### src/rtl/lhp_pkg.sv
package lhp_pkg;
  localparam int DATA_W = 8;
  localparam int HALF_W = DATA_W / 2;
  localparam int ADDR_W = DATA_W - 1;

  // status word: busy flag on top, address counter beneath
  function automatic logic [DATA_W-1:0] status_word(input logic bf,
                                                     input logic [ADDR_W-1:0] ac);
    return {bf, ac};
  endfunction

  // place one half of a byte on the upper lanes, lower lanes zero
  function automatic logic [DATA_W-1:0] nib_lane(input logic [DATA_W-1:0] b,
                                                  input logic hi_phase);
    logic [HALF_W-1:0] h;
    h = hi_phase ? b[DATA_W-1:HALF_W] : b[HALF_W-1:0];
    return {h, {HALF_W{1'b0}}};
  endfunction

  function automatic logic [DATA_W-1:0] join_nib(input logic [HALF_W-1:0] hi,
                                                  input logic [HALF_W-1:0] lo);
    return {hi, lo};
  endfunction
endpackage

### src/rtl/lhp_sync.sv
module lhp_sync #(
  parameter int W      = 1,
  parameter int STAGES = 2
) (
  input  logic         clk,
  input  logic         rst_n,
  input  logic [W-1:0] d,
  output logic [W-1:0] q
);
  logic [W-1:0] chain [STAGES];

  for (genvar s = 0; s < STAGES; s++) begin : g_stage
    if (s == 0) begin : g_first
      always_ff @(posedge clk or negedge rst_n)
        if (!rst_n) chain[0] <= '0;
        else        chain[0] <= d;
    end else begin : g_next
      always_ff @(posedge clk or negedge rst_n)
        if (!rst_n) chain[s] <= '0;
        else        chain[s] <= chain[s-1];
    end
  end

  assign q = chain[STAGES-1];
endmodule

### src/rtl/lhp_edge.sv
module lhp_edge (
  input  logic clk,
  input  logic rst_n,
  input  logic lvl_i,
  output logic fall_o
);
  logic prev;

  always_ff @(posedge clk or negedge rst_n)
    if (!rst_n) prev <= 1'b0;
    else        prev <= lvl_i;

  assign fall_o = prev & ~lvl_i;


  fall_once_chk: assert property (@(posedge clk) disable iff (!rst_n)
    fall_o |=> !fall_o);
endmodule

### src/rtl/lhp_assemble.sv
module lhp_assemble #(
  parameter int DW = lhp_pkg::DATA_W
) (
  input  logic          clk,
  input  logic          rst_n,
  input  logic          cap_i,
  input  logic          rs_i,
  input  logic          rw_i,
  input  logic [DW-1:0] din_i,
  input  logic          nib_mode_i,
  input  logic          busy_i,
  output logic          hi_phase_o,
  output logic [DW-1:0] instr_o,
  output logic          instr_wr_o,
  output logic [DW-1:0] data_o,
  output logic          data_wr_o,
  output logic          data_rd_o
);
  localparam int HW = DW / 2;

  logic [HW-1:0] hi_nib;
  logic          byte_done;
  logic [DW-1:0] wr_byte;

  assign byte_done = cap_i & (~nib_mode_i | ~hi_phase_o);
  assign wr_byte   = nib_mode_i ? lhp_pkg::join_nib(hi_nib, din_i[DW-1:HW]) : din_i;

  always_ff @(posedge clk or negedge rst_n)
    if (!rst_n)           hi_phase_o <= 1'b1;
    else if (!nib_mode_i) hi_phase_o <= 1'b1;
    else if (cap_i)       hi_phase_o <= ~hi_phase_o;

  always_ff @(posedge clk or negedge rst_n)
    if (!rst_n) hi_nib <= '0;
    else if (cap_i && nib_mode_i && hi_phase_o && !rw_i) hi_nib <= din_i[DW-1:HW];

  always_ff @(posedge clk or negedge rst_n)
    if (!rst_n) begin
      instr_o    <= '0;
      data_o     <= '0;
      instr_wr_o <= 1'b0;
      data_wr_o  <= 1'b0;
      data_rd_o  <= 1'b0;
    end else begin
      instr_wr_o <= 1'b0;
      data_wr_o  <= 1'b0;
      data_rd_o  <= 1'b0;
      if (byte_done && !rw_i) begin
        if (rs_i) begin
          data_o    <= wr_byte;
          data_wr_o <= 1'b1;
        end else if (!busy_i) begin
          instr_o    <= wr_byte;
          instr_wr_o <= 1'b1;
        end
      end
      if (byte_done && rw_i && rs_i) data_rd_o <= 1'b1;
    end


  excl_chk: assert property (@(posedge clk) disable iff (!rst_n)
    !(instr_wr_o && data_wr_o));

  instr_pulse_chk: assert property (@(posedge clk) disable iff (!rst_n)
    instr_wr_o |=> !instr_wr_o);

  data_pulse_chk: assert property (@(posedge clk) disable iff (!rst_n)
    data_wr_o |=> !data_wr_o);

  busy_drop_chk: assert property (@(posedge clk) disable iff (!rst_n)
    instr_wr_o |-> !$past(busy_i));

  pair_chk: assert property (@(posedge clk) disable iff (!rst_n)
    (nib_mode_i && $past(nib_mode_i) && (instr_wr_o || data_wr_o)) |-> hi_phase_o);
endmodule

### src/rtl/lcd_host_port.sv
module lcd_host_port #(
  parameter int STAGES = 2
) (
  input  logic                        clk,
  input  logic                        rst_n,
  input  logic                        host_en_i,
  input  logic                        host_rs_i,
  input  logic                        host_rw_i,
  input  logic [lhp_pkg::DATA_W-1:0]  host_d_i,
  output logic [lhp_pkg::DATA_W-1:0]  host_d_o,
  output logic                        host_oe_o,
  input  logic                        nib_mode_i,
  input  logic                        busy_i,
  input  logic [lhp_pkg::ADDR_W-1:0]  addr_ctr_i,
  input  logic [lhp_pkg::DATA_W-1:0]  rd_byte_i,
  output logic [lhp_pkg::DATA_W-1:0]  instr_o,
  output logic                        instr_wr_o,
  output logic [lhp_pkg::DATA_W-1:0]  data_o,
  output logic                        data_wr_o,
  output logic                        data_rd_o
);
  localparam int DW = lhp_pkg::DATA_W;
  localparam int HW = lhp_pkg::HALF_W;
  localparam int SW = DW + 3;

  logic [SW-1:0] raw, synced;
  logic          en_s, rs_s, rw_s, cap;
  logic [DW-1:0] din_s, rd_word;
  logic          hi_phase;

  assign raw = {host_en_i, host_rs_i, host_rw_i, host_d_i};

  lhp_sync #(.W(SW), .STAGES(STAGES)) u_sync (
    .clk(clk), .rst_n(rst_n), .d(raw), .q(synced));

  assign {en_s, rs_s, rw_s, din_s} = synced;

  lhp_edge u_edge (.clk(clk), .rst_n(rst_n), .lvl_i(en_s), .fall_o(cap));

  lhp_assemble #(.DW(DW)) u_asm (
    .clk(clk), .rst_n(rst_n), .cap_i(cap), .rs_i(rs_s), .rw_i(rw_s),
    .din_i(din_s), .nib_mode_i(nib_mode_i), .busy_i(busy_i),
    .hi_phase_o(hi_phase), .instr_o(instr_o), .instr_wr_o(instr_wr_o),
    .data_o(data_o), .data_wr_o(data_wr_o), .data_rd_o(data_rd_o));

  assign rd_word   = rs_s ? rd_byte_i : lhp_pkg::status_word(busy_i, addr_ctr_i);
  assign host_d_o  = nib_mode_i ? lhp_pkg::nib_lane(rd_word, hi_phase) : rd_word;
  assign host_oe_o = en_s & rw_s;


  low_lane_chk: assert property (@(posedge clk) disable iff (!rst_n)
    nib_mode_i |-> host_d_o[HW-1:0] == '0);

  oe_quiet_chk: assert property (@(posedge clk) disable iff (!rst_n)
    (instr_wr_o || data_wr_o) |-> !$past(host_oe_o));
endmodule

### config.mk
export PLATFORM = sky130hd
export DESIGN_NAME = lcd_host_port
export DESIGN_NICKNAME = d
export VERILOG_FILES = /design/src/rtl/lhp_pkg.sv /design/src/rtl/lhp_sync.sv /design/src/rtl/lhp_edge.sv /design/src/rtl/lhp_assemble.sv /design/src/rtl/lcd_host_port.sv
export SDC_FILE = /design/constraint.sdc
export NUM_CORES = 1
export LEC_CHECK = 0
export ABC_AREA = 1
export BUFFER_PORTS_ARGS = -buffer_cell sky130_fd_sc_hd__buf_2
export CAP_MARGIN = 30
export CORE_UTILIZATION = 35
export CTS_BUF_LIST = sky130_fd_sc_hd__clkbuf_2
export DETAILED_ROUTE_END_ITERATION = 12
export SETUP_SLACK_MARGIN = 0.4
export SLEW_MARGIN = 20
export SYNTH_ARGS = -nofsm -noshare
export SYNTH_HDL_FRONTEND = slang
export SYNTH_SLANG_ARGS = --single-unit
### constraint.sdc
create_clock -name clk -period 2.97 [get_ports clk]
set_input_delay 0.1485 -clock clk [delete_from_list [all_inputs] [get_ports clk]]
set_output_delay 0.1485 -clock clk [all_outputs]
set_load 0.05 [all_outputs]
==> results.toml <==
[outcome]
status = "finished clean"

[yosys]
synth_seq_cells = 47
ys_top_cells_by_area = "dfrtp_1, nand2_1, nand3_1"
synth_top_area_frac = 0.623
syn_inst = 198
synth_area_leader_cell = "dfrtp_1"
yosysWarnings = 0
synth-seq-area-share = 0.637
ys_types = 18
synth_area_per_cell_um2 = 9.33
netlist_area_mm2 = 0.00185
synth_fp_nets = 228

[critical_path]
cp.arrival_ps = 1950
cp-start-kind = "flip-flop"
cp.required_ps = 2820
endpoint_kind = "primary output"
path_class = "flip-flop to primary output"
path_max_fanout = 26

[floorplanning]
die_area_mm2 = 0.00557
die_y_um = 74.7
core-area_mm2 = 0.00511
ios = 58
initial_utilization = 0.362
die_x_um = 74.7
rows = 26

[clock_network]
clockBufferDepth = 2
clock_sinks = 47
root_buffer = "clkbuf_2"
cts_tree = "built"
post_cts_resized = 0
clk_latency_ps = 390
clkTransAtPathRegs_ps = 220
h-tree-depth = 2
post_cts_buffers = 0
cts_made_buffers = 5

[global_routing]
grt_first_pass_wirelength_um = 5890
grt_start_max_net_pins = 34
antenna_found_initial = 0
grt_remaining_overflow = 0
track_usage = 0.142
grt_pass1_vias = 1349

[placed_design]
hpwl_um = 2610
routabilityCongestion = 0.755
port_buffers = 57

[finish]
multi_input_area_um2 = 572
fillers = 510
seqCellArea_mm2 = 0.00118
nets = 300
antennaDiodeCount = 0
layout_common_cells = "nand2_1, buf_2, dfrtp_1"
syn_to_final_growth_pct = 29.7
drive_gt1_frac = 0.292
final_common_cell = "nand2_1"

[sta]
setup_viol = 0
tightest_slew_ps = 729
finalHoldViolations = 0
drv_slew = 0
max_slew_margin = 0.514
skew_ps = 13.4
rsz0062_at_grt = "false"
period_needed_ps = 2100
whs_ps = 129
period_share = 0.706
fin_tns_setup_ps = 0
fmaxAchievable_mhz = 477

[flow_run]
maxCapViolCount = 0

[pwr]
peakVddDrop_mv = 0.313
p_leak_nw = 1.36
p_per_area_mw_per_mm2 = 628

[detailed_routing]
drt_first_pass_iters = 4
wl_met1_um = 1600
wl_met3_um = 153
vias_per_cell = 4.27
avgRoutedWirePerCell_um = 10.4
vias = 1457
ant_nets = 0
dr.max_layer_used = "met4"
drcViolationCount = 0
dr_wl_met2_um = 1760
drtIter0Drc = 69
routed_wl_um = 3550

[hold_path]
hold_path_class = "input pin to flip-flop"
## worst max-delay path: stages (launching register included)
cell and delay, ps:
dfrtp_1 860, o21ai_0 250, nand2_1 90, o21ai_1 60, inv_1 50, buf_2 250
## final cells by class
class                   count  area share
flip-flops and latches     47       0.491
multi-input cells         127       0.239
repair buffers             70       0.177
well taps                  70      0.0365
inverters                  19      0.0297
clock inverters             3      0.0162
clock buffers               5      0.0104
## registers in the layout, indices dropped and copies added (netlist names)
name	cells
u_asm.instr_wr_o	1
u_edge.prev	1
u_asm.hi_nib	4
u_asm.data_rd_o	1
u_asm.data_wr_o	1
u_sync.q	11
u_asm.data_o	8
u_sync.chain	11
u_asm.instr_o	8
u_asm.hi_phase_o	1
## per-layer routing
layer  track usage  vias to the layer above
met5             0                        -
met4        0.0461                        0
met3        0.0495                        4
met2         0.249                       34
met1         0.162                      656
li1              -                      763
## report_power, final
| part | switching, mW | internal, mW | total (mW) |
|---|---|---|---|
| sequential | 0.0417 | 0.716 | 0.758 |
| combinational | 0.317 | 0.107 | 0.424 |
| clock | 0.186 | 0.138 | 0.325 |
## cell usage after synthesis
master,number
nor2_4,3
nand3_1,12
a21oi_1,3
nand2_1,78
nand2_4,1
o21ai_1,4
nand4_1,8
o21ai_0,6
inv_1,13
buf_4,1
nand2_2,1
nand4_2,1
inv_2,6
nor2_1,9
dfrtp_1,46
nor2_2,1
dfstp_2,1
buf_2,4
## per-stage QoR
step / power [mW] / cell area (µm²) / util / setup WS, ps / instances
after floorplan: 1.07 / 1850 / - / 1210 / 198
after global placement: 1.18 / 2190 / 0.429 / 1360 / 320
after detailed placement: 1.19 / 2210 / 0.433 / 1330 / 321
after CTS: 1.52 / 2400 / 0.469 / 836 / 341
after global routing: 1.60 / 2400 / 0.469 / 554 / 341
final: 1.51 / 2400 / 0.469 / 873 / 341
## final timing paths
| path | from | end | slack, ps | depth (start not counted) |
|---|---|---|---|---|
| setup / recovery | u_sync.q[9] | host_d_o[5] | 870 | 5 |
| hold / removal | busy_i | u_asm.instr_o[5] | 130 | 6 |
| setup reg to reg | u_sync.q[9] | u_asm.data_o[4] | 1410 | 3 |
| hold reg to reg | u_sync.chain[15] | u_sync.q[4] | 370 | 0 |
| max in group asynchronous | rst_n | u_sync.q[4] | 2330 | 3 |
| min in group asynchronous | rst_n | u_asm.instr_o[1] | 160 | 2 |
## cell families (layout without fill, tap and decap cells)
family,count (synthesis),after routing,share of synthesized area
AOI/OAI and AO/OA,13,13,0.0352
buffers and inverters,24,97,0.0535
DFF,47,47,0.637
and+or+nand+nor,114,114,0.274
## what timing repair did
item | in CTS | in global routing
hold buffers | 12 | 0
hold endpoints to repair | 58 | 0
endpoints found under the setup margin | 0 | 0
Note: power is estimated with default switching activity, not from simulation.
